[src/rtl/mrr_pkg.sv]
package mrr_pkg;
  typedef enum logic [2:0] {
    ST_IDLE,
    ST_ARMED,
    ST_PULSE,
    ST_WAIT_LOW,
    ST_WAIT_HIGH
  } mrr_state_e;
endpackage

[src/rtl/mrr_sync.sv]
module mrr_sync #(
  parameter int  STAGES    = 2,
  parameter logic RESET_VAL = 1'b0
) (
  input  logic clk,
  input  logic rst_n,
  input  logic d_i,
  output logic q_o
);
  logic [STAGES-1:0] chain_q;
  logic [STAGES-1:0] chain_d;

  always_comb begin
    chain_d = {chain_q[STAGES-2:0], d_i};
  end

  always_ff @(posedge clk or negedge rst_n) begin
    if (!rst_n) chain_q <= {STAGES{RESET_VAL}};
    else        chain_q <= chain_d;
  end

  assign q_o = chain_q[STAGES-1];
endmodule

[src/rtl/mrr_pulse_timer.sv]
module mrr_pulse_timer #(
  parameter int PULSE_CYCLES = 4,
  localparam int CW = $clog2(PULSE_CYCLES + 1)
) (
  input  logic clk,
  input  logic rst_n,
  input  logic run_i,
  output logic last_o
);
  localparam logic [CW-1:0] LAST = CW'(PULSE_CYCLES - 1);
  logic [CW-1:0] cnt_q, cnt_d;
  logic          cnt_en;

  always_comb begin
    cnt_en = 1'b1;
    cnt_d  = '0;
    if (run_i && (cnt_q != LAST)) cnt_d = cnt_q + 1'b1;
  end

  always_ff @(posedge clk or negedge rst_n) begin
    if (!rst_n)      cnt_q <= '0;
    else if (cnt_en) cnt_q <= cnt_d;
  end

  assign last_o = run_i && (cnt_q == LAST);
endmodule

[src/rtl/mrr_seq.sv]
module mrr_seq
  import mrr_pkg::*;
(
  input  logic clk,
  input  logic rst_n,
  input  logic trig_i,
  input  logic done_s_i,
  input  logic t_last_i,
  output logic t_run_o,
  output logic req_o,
  output logic busy_o,
  output logic complete_o
);
  mrr_state_e state_q, state_d;
  logic seen_low_q, seen_low_d;
  logic cmpl_q, cmpl_d;

  always_comb begin
    state_d    = state_q;
    seen_low_d = seen_low_q;
    cmpl_d     = 1'b0;
    unique case (state_q)
      ST_IDLE: begin
        seen_low_d = 1'b0;
        if (trig_i) state_d = done_s_i ? ST_PULSE : ST_ARMED;
      end
      ST_ARMED: if (done_s_i) state_d = ST_PULSE;
      ST_PULSE: begin
        if (!done_s_i) seen_low_d = 1'b1;
        if (t_last_i)  state_d    = ST_WAIT_LOW;
      end
      ST_WAIT_LOW: if (seen_low_q || !done_s_i) state_d = ST_WAIT_HIGH;
      ST_WAIT_HIGH: if (done_s_i) begin
        state_d = ST_IDLE;
        cmpl_d  = 1'b1;
      end
      default: state_d = ST_IDLE;
    endcase
  end

  always_ff @(posedge clk or negedge rst_n) begin
    if (!rst_n) begin
      state_q    <= ST_IDLE;
      seen_low_q <= 1'b0;
      cmpl_q     <= 1'b0;
    end else begin
      state_q    <= state_d;
      seen_low_q <= seen_low_d;
      cmpl_q     <= cmpl_d;
    end
  end

  assign t_run_o    = (state_q == ST_PULSE);
  assign req_o      = (state_q == ST_PULSE);
  assign busy_o     = (state_q != ST_IDLE);
  assign complete_o = cmpl_q;
endmodule

[src/rtl/mem_rst_requester.sv]
module mem_rst_requester #(
  parameter int PULSE_CYCLES = 4,
  parameter int SYNC_STAGES  = 2
) (
  input  logic clk,
  input  logic rst_n,
  input  logic trig_i,
  input  logic done_i,
  output logic req_o,
  output logic busy_o,
  output logic complete_o
);
  if (PULSE_CYCLES < 2) begin : g_bad_width
    $error("PULSE_CYCLES must be at least 2");
  end

  logic rst_int_n;
  logic done_s;
  logic t_run, t_last;

  mrr_sync #(.STAGES(SYNC_STAGES), .RESET_VAL(1'b0)) rst_sync_i (
    .clk(clk), .rst_n(rst_n), .d_i(1'b1), .q_o(rst_int_n)
  );

  mrr_sync #(.STAGES(SYNC_STAGES), .RESET_VAL(1'b0)) done_sync_i (
    .clk(clk), .rst_n(rst_int_n), .d_i(done_i), .q_o(done_s)
  );

  mrr_pulse_timer #(.PULSE_CYCLES(PULSE_CYCLES)) timer_i (
    .clk(clk), .rst_n(rst_int_n), .run_i(t_run), .last_o(t_last)
  );

  mrr_seq seq_i (
    .clk(clk), .rst_n(rst_int_n), .trig_i(trig_i), .done_s_i(done_s),
    .t_last_i(t_last), .t_run_o(t_run), .req_o(req_o),
    .busy_o(busy_o), .complete_o(complete_o)
  );
endmodule

[config.mk]
export PLATFORM = sky130hd
export DESIGN_NAME = mem_rst_requester
export DESIGN_NICKNAME = d
export VERILOG_FILES = /design/src/rtl/mrr_pkg.sv /design/src/rtl/mrr_sync.sv /design/src/rtl/mrr_pulse_timer.sv /design/src/rtl/mrr_seq.sv /design/src/rtl/mem_rst_requester.sv
export SDC_FILE = /design/constraint.sdc
export NUM_CORES = 1
export LEC_CHECK = 0
export ABC_AREA = 1
export BUFFER_PORTS_ARGS = -buffer_cell sky130_fd_sc_hd__buf_2
export CAP_MARGIN = 5
export CORE_AREA = 10 10 47 49
export DETAILED_ROUTE_END_ITERATION = 16
export DIE_AREA = 0 0 57 59
export HOLD_SLACK_MARGIN = 0.02
export PLACE_DENSITY_LB_ADDON = 0.05
export RECOVER_POWER = 100
export SLEW_MARGIN = 20
export SYNTH_ARGS = -nofsm -noshare
export SYNTH_HDL_FRONTEND = slang
export SYNTH_SLANG_ARGS = --single-unit
[constraint.sdc]
create_clock -name clk -period 0.9 [get_ports clk]
set_input_delay 0.18 -clock clk [delete_from_list [all_inputs] [get_ports clk]]
set_output_delay 0.18 -clock clk [all_outputs]
set_load 0.005 [all_outputs]
### Word level (Yosys, flattened, before mapping)

Cells that the tools add are included.

* word-level logic and storage cells: 40
* bits of input ports: 4
* register bits: 12
* output and inout bits: 3

* eq/ne operators: 12
* add/sub/neg operators: 1
* reduce and logical (&&, ||, !) cells: 9
* multiplexer cells: 12

Operator list (count)
* $mux W3: 6
* $pmux W3 S5: 1
* $eq A3 B2 Y1 const B: 3
* $ne A2 B2 Y1 const B: 4
* $reduce_and A5 Y1: 1
* $ne A2 B1 Y1 const B: 2
* $add A3 B1 Y3 const B: 1
* $eq A3 B1 Y1 const B: 1
* $eq A3 B3 Y1 const B: 1
* $logic_not A3 Y1: 1
* $mux W1: 3
* $ne A3 B2 Y1 const B: 1
* $reduce_bool A3 Y1: 1
* $logic_and A1 B1 Y1: 2
* $mux W2: 1
* $pmux W1 S2: 1
* $reduce_and A2 Y1: 1
* $reduce_bool A2 Y1: 1
* $logic_not A1 Y1: 1
* $logic_or A1 B1 Y1: 1

### Logic depth before layout (Yosys ltp)

Gate-level depths: netlist of the first run.

* depth after elaboration: 4
* depth in mapped cells: 7
* depth with buffers taken out: 7

### Modules after synthesis

A second synthesis of the first run with hierarchy kept.

* cells, all modules: 63
* area total of the unflattened synthesis: 549.3 sq um

By module, submodules not included
* mrr_seq: area each 309.0 sq um, seq. area each 125.1 sq um, instances 1, cells each 44
* mrr_pulse_timer: area each 136.4 sq um, seq. area each 75.1 sq um, instances 1, cells each 14
* mrr_sync: area each 50.0 sq um, seq. area each 50.0 sq um, instances 2, cells each 2
* mem_rst_requester: area each 3.8 sq um, seq. area each 0.0 sq um, instances 1, cells each 1

### Least setup slack after synthesis of the first run

No wires, ideal clock.

* path kind: register to register
* start: register timer_i.cnt_q[0]
* end: register seq_i.state_q[0]
* slack: -0.268 ns
* required time: 0.783 ns
* setup time: 0.117 ns
* buffers on the path: 0
* cell stages (with the launch flop): 7
* arrival time: 1.051 ns
* clock period less this slack: 1.168 ns
* cells stage by stage: dfrtp_1 -> ha_1 -> ha_1 -> nor2_2 -> nor2_4 -> nand4_1 -> nand2_1

* longest elaborated chain between the ends: 4

Ends and longest elaborated chain
* from (decl): RTL line mrr_pulse_timer.sv:11 `logic [CW-1:0] cnt_q, cnt_d;`
* from (signal assigned): RTL line mrr_pulse_timer.sv:22 `else if (cnt_en) cnt_q <= cnt_d;`
* $eq A3 B2 Y1: RTL line mrr_pulse_timer.sv:25 `assign last_o = run_i && (cnt_q == LAST);`
* $logic_and A1 B1 Y1: RTL line mrr_pulse_timer.sv:25
* $ne A2 B1 Y1 (no line)
* $reduce_and A5 Y1 (no line)
* to (signal assigned): RTL line mrr_seq.sv:47 `state_q <= state_d;`
* to (decl): RTL line mrr_seq.sv:14 `mrr_state_e state_q, state_d;`

Every way passes these cells.
A chain may end at the register's enable or synchronous reset.

### Final worst setup path of the first run

* start: register seq_i.state_q[1]
* end: output port busy_o

* longest elaborated chain between the ends: 1

Ends and longest elaborated chain
* $reduce_bool A3 Y1: RTL line mrr_seq.sv:55 `assign busy_o = (state_q != ST_IDLE);`
* to (decl): RTL line mem_rst_requester.sv:10 `output logic busy_o,`

Every way passes these cells.

==> impl_metrics.tcl, run 1 <==
set metrics [dict create \
    finalClockSkew_ns 0.00148 \
    place_inst 90 \
    period_needed_ns 1.28 \
    dpl.hpwl_um 781 \
    final.period_utilization 1.43 \
    cts_buffer_depth 2 \
    cts_tree "yes" \
    crit_family "flip-flops" \
    synth-seq-cells 12 \
    p_per_area_nw_per_um2 3650 \
    fillers 127 \
    cp-end-kind "output pin" \
    fin_nets 94 \
    r2r_end "seq_i.state_q[0]" \
    routabilityCongestion 0.737 \
    rr_worst_depth 8 \
    max_clock_freq_mhz 779 \
    hold_viol 0 \
    syn_inst 59 \
    grt_pass1_wl_um 1990 \
    r2r-start "seq_i.state_q[0]" \
    cp_max_fo 2 \
    cp_data_required_time_ns 0.72 \
    status "complete, but fails checks" \
    power_frac_comb 0.609 \
    max_cap_viol_count 0 \
    cp_num_buf_inv 3 \
    finalNonFillerCells 103 \
    finalCoreUtilization 0.611 \
    dpl_cell_area_um2 696 \
    grt_max_degree 11 \
    final_cell_mix "12 x buf_4, 10 x nand2_1, 10 x dfrtp_1" \
    finalPower_w 0.00312 \
    portBuffers 6 \
    cts.clk_slew.worst_paths_ns 0.07 \
    final_area_um2 856 \
    hp-class "register to async pin" \
    crit_chain "nor2_4 -> inv_2 -> nor2_4 -> inv_1 -> buf_2" \
    antenna_found_initial 0 \
    violations "negative setup slack" \
    power_switching_w 0.00116 \
    drtIter0Drc 6 \
    grt_usage 0.0749 \
    drc_errors 0 \
    syn_area_um2 553 \
    n_antenna_cell 0 \
    floorplan.initialDensity 0.395 \
    setup_slack_ns -0.383 \
    critPathMaxStageDelay_ns 0.43 \
    crit_top_cell "nor2_4" \
    maxSlewViolCount 0 \
    syn_avg_cell_area_um2 9.37 \
    cp_slowest_cell "dfrtp_2" \
    num_rows 14 \
    yosysWarningCount 0 \
    cts_buffers 3 \
    crit_type "register to output pin" \
    syn_nets 65 \
    timing.hold.ws_ns 0.165 \
    final_antenna_net_count 0 \
    switching_share 0.373 \
    layout_commonest_cell "buf_4" \
    routed_wl_um 1080 \
    max-vdd-ir-drop_mv 1.79 \
    synth_cell_type_count 16 \
    setup_viol 11 \
    ys_seq_area_frac 0.543 \
    grt_pass1_vias 530 \
    clock_latency_ns 0.26 \
    cp-start-kind "register" \
    core-area_um2 1400 \
    clkPwrFrac 0.133 \
    die_w_um 57 \
    clock-sinks 12 \
    root_buffer "clkbuf_4" \
    sequentialPowerShare 0.258 \
    dr.pass1.iters 4 \
    leakage_nw 0.441 \
    rrSetupSlack_ns -0.32 \
    io_pins 7 \
    final_layout_size_suffix_gt1_frac 0.552 \
    area_growth_pct 54.8 \
    avgRoutedWirePerCell_um 10.5 \
    htreeDepth 1 \
    internal_power_w 0.00196 \
    die_y_um 59 \
    vias 465 \
    drt-vias-per-instance 4.51 \
    overflow 0 \
    arrival_ns 1.10 \
    die-area_um2 3360 \
    rsz0062_at_grt "yes" \
]
## cell usage after synthesis
master / number / area share
nand3_2: 2 / 0.036
conb_1: 1 / 0.0068
inv_1: 10 / 0.068
o22ai_1: 1 / 0.011
ha_1: 2 / 0.045
dfrtp_1: 12 / 0.54
nand3_1: 3 / 0.027
nand3b_1: 1 / 0.014
nand2_2: 2 / 0.023
nand2_1: 10 / 0.068
inv_2: 2 / 0.014
nand4_1: 3 / 0.034
nor2_1: 4 / 0.027
a21oi_1: 1 / 0.0090
nor2_4: 2 / 0.041
nor2_2: 3 / 0.034
## registers in the layout, indices dropped and copies added, names as in the netlist
| name | flops |
|---|---|
| done_sync_i.chain_q | 2 |
| rst_sync_i.chain_q | 2 |
| seq_i.complete_o | 1 |
| seq_i.seen_low_q | 1 |
| seq_i.state_q | 3 |
| timer_i.cnt_q | 3 |
## power groups by stage
stage                     combinational [W]  sequential, W  clock [W]
final                               0.00190       0.000806   0.000414
after CTS                           0.00178       0.000802   0.000433
after global routing                0.00211       0.000829   0.000455
after floorplan                    0.000826       0.000837          0
after detailed placement            0.00133       0.000835          0
after global placement              0.00134       0.000835          0
## per-layer routing
layer  global-route usage  wire length, um
met4               0.0436                8
met5                    0                0
met3               0.0258               30
met1               0.0692              460
met2                0.140              583
## cells by family (layout without fill, tap and decap cells)
group | count (synthesis) | count (layout) | synth area share
AND/OR/NAND/NOR | 30 | 30 | 0.303
flip-flops | 12 | 12 | 0.543
buffers and inverters | 12 | 40 | 0.0815
adder cells (fa/ha/maj) | 2 | 2 | 0.0452
AO/OA/AOI/OAI | 2 | 2 | 0.0204
other | 1 | 1 | 0.00678
## metrics by stage
stage / TNS [ns] / setup WS [ns]
floorplan: -0.885 / -0.173
CTS: -3.05 / -0.428
finish: -2.64 / -0.383
global placement: -1.79 / -0.246
global route: -3.27 / -0.439
detailed placement: -1.73 / -0.239
## cell type report
| type | count | area [um2] | area share |
|---|---|---|---|
| inverter | 12 | 47.5 | 0.0556 |
| timing repair buffer | 24 | 190 | 0.222 |
| sequential | 12 | 303 | 0.354 |
| clock buffer | 4 | 36.3 | 0.0424 |
| tap | 16 | 20.0 | 0.0234 |
| multi-input combinational | 35 | 259 | 0.303 |
## worst max path at each step
stage	start	to	slack (ns)	cells after the start
2_1_floorplan	timer_i.cnt_q[0]	seq_i.state_q[0]	-0.17	6
5_1_grt	seq_i.state_q[1]	busy_o	-0.44	5
4_1_cts	seq_i.state_q[0]	busy_o	-0.43	5
6_report	seq_i.state_q[1]	busy_o	-0.38	5
3_5_place_dp	timer_i.cnt_q[0]	seq_i.state_q[0]	-0.24	7
3_3_place_gp	seq_i.state_q[0]	seq_i.state_q[0]	-0.25	6
## what timing repair did
| item | in CTS | in global routing |
|---|---|---|
| hold endpoints to repair | 3 | 0 |
| hold buffers | 2 | 0 |
| endpoints found under the setup margin | 11 | 11 |
| gates resized for setup | 11 | 6 |
| pin swaps | 5 | 3 |
| buffers inserted | 6 | 1 |
Note: power is estimated with default switching activity, not from simulation.
==> run 2: changes to the inputs <==
--- a/config.mk
+++ b/config.mk
@@ -7,13 +7,14 @@
 export LEC_CHECK = 0
 export ABC_AREA = 1
 export BUFFER_PORTS_ARGS = -buffer_cell sky130_fd_sc_hd__buf_2
-export CAP_MARGIN = 5
+export CAP_MARGIN = 20
 export CORE_AREA = 10 10 47 49
 export DETAILED_ROUTE_END_ITERATION = 16
 export DIE_AREA = 0 0 57 59
 export HOLD_SLACK_MARGIN = 0.02
 export PLACE_DENSITY_LB_ADDON = 0.05
 export RECOVER_POWER = 100
+export SKIP_LAST_GASP = 1
 export SLEW_MARGIN = 20
 export SYNTH_ARGS = -nofsm -noshare
 export SYNTH_HDL_FRONTEND = slang
==> impl_metrics.tcl, run 2 (synthesis gave the netlist of run 1 again) <==
set metrics [dict create \
    n_antenna_cell 0 \
    dr.pass1.iters 4 \
    p_per_area_nw_per_um2 3640 \
    crit_chain "nor2_4 -> inv_2 -> nor2_4 -> inv_1 -> buf_2" \
    cp_max_fo 2 \
    cts.clk_slew.worst_paths_ns 0.07 \
    die_w_um 57 \
    drtIter0Drc 6 \
    tns_ns -2.67 \
    drt-vias-per-instance 4.52 \
    max_clock_freq_mhz 779 \
    clock_latency_ns 0.26 \
    cts_tree "yes" \
    finalClockSkew_ns 0.00142 \
    cts_buffer_depth 2 \
    leakage_nw 0.442 \
    area_growth_pct 54.8 \
    core-area_um2 1400 \
    final_layout_size_suffix_gt1_frac 0.552 \
    dpl.hpwl_um 781 \
    r2r_end "seq_i.state_q[0]" \
    rrSetupSlack_ns -0.35 \
    hp-class "register to async pin" \
    portBuffers 6 \
    grt_max_degree 11 \
    r2r-start "seq_i.state_q[0]" \
    cts_buffers 3 \
    status "complete, but fails checks" \
    layout_commonest_cell "buf_4" \
    root_buffer "clkbuf_4" \
    die-area_um2 3360 \
    finalPower_w 0.00312 \
    largest_registers "seq_i.state_q x3, timer_i.cnt_q x3" \
    period_needed_ns 1.28 \
    cp_num_buf_inv 3 \
    multi_input_area_um2 259 \
    setup_slack_ns -0.383 \
    finalCoreUtilization 0.611 \
    num_rows 14 \
    vias 466 \
    drc_errors 0 \
    htreeDepth 1 \
    crit_top_cell "nor2_4" \
    grt_usage 0.0749 \
    max_cap_viol_count 0 \
    final_antenna_net_count 0 \
    avgRoutedWirePerCell_um 10.5 \
    hold_viol 0 \
    clock-sinks 12 \
    path_depth 5 \
    cp_data_required_time_ns 0.72 \
    grt_pass1_vias 530 \
    rr_worst_depth 8 \
    overflow 0 \
    violations "negative setup slack" \
    fillers 127 \
    routabilityCongestion 0.737 \
    cp-end-kind "output pin" \
    setup_viol 11 \
    max-vdd-ir-drop_mv 1.77 \
    rsz0062_at_grt "yes" \
    cp-start-kind "register" \
    timing.hold.ws_ns 0.165 \
    fin_nets 94 \
    crit_type "register to output pin" \
    critPathMaxStageDelay_ns 0.43 \
    die_y_um 59 \
    floorplan.initialDensity 0.395 \
    routed_wl_um 1090 \
    arrival_ns 1.10 \
    final.period_utilization 1.43 \
    final_cell_mix "12 x buf_4, 10 x nand2_1, 10 x dfrtp_1" \
    regArea_um2 303 \
    crit_family "flip-flops" \
    cp_slowest_cell "dfrtp_2" \
    grt_pass1_wl_um 1990 \
    antenna_found_initial 0 \
    io_pins 7 \
    maxSlewViolCount 0 \
]
==> run 2: cell counts in the layout (fill, tap and decap cells not counted) <==
No cell type changed its count.
==> run 2: repair_timing <==
item / in CTS / in global routing
hold buffers: 2 / 0
pin swaps: 5 / 4
endpoints found under the hold margin: 3 / 0
buffers inserted: 6 / 1
gates resized for setup: 10 / 7
endpoints found under the setup margin: 11 / 11
==> run 2: area by class of cell <==
class                   instances  area share
clock buffers                   4      0.0424
flip-flops and latches         12       0.354
repair buffers                 24       0.222
multi-input cells              35       0.303
inverters                      12      0.0556
well taps                      16      0.0234
==> run 2: worst max-delay path by stage <==
stage,to,slack (ns),from
floorplan,seq_i.state_q[0],-0.17,timer_i.cnt_q[0]
global placement,seq_i.state_q[0],-0.25,seq_i.state_q[0]
detailed placement,seq_i.state_q[0],-0.24,timer_i.cnt_q[0]
CTS,busy_o,-0.43,seq_i.state_q[0]
global route,busy_o,-0.44,seq_i.state_q[1]
finish,busy_o,-0.38,seq_i.state_q[1]
==> run 2: per-stage QoR <==
stage | cells | area [um2] | setup WS [ns]
floorplan | 59 | 578 | -0.173
global placement | 90 | 696 | -0.246
detailed placement | 90 | 696 | -0.239
CTS | 102 | 827 | -0.428
global route | 103 | 856 | -0.439
finish | 103 | 856 | -0.383
==> run 2: where the power goes <==
| part | internal, W | total, W | switching (W) |
|---|---|---|---|
| Sequential | 0.000703 | 0.000806 | 0.000103 |
| Clock | 0.000245 | 0.000414 | 0.000168 |
| Combinational | 0.00100 | 0.00190 | 0.000894 |
| Total | 0.00195 | 0.00312 | 0.00117 |
==> run 2: metal layers <==
metal / routed length (um) / track usage / vias up
li1: - / - / 236
met1: 472 / 0.0692 / 225
met2: 582 / 0.140 / 3
met3: 22 / 0.0258 / 2
met4: 8 / 0.0436 / 0
met5: 0 / 0 / -
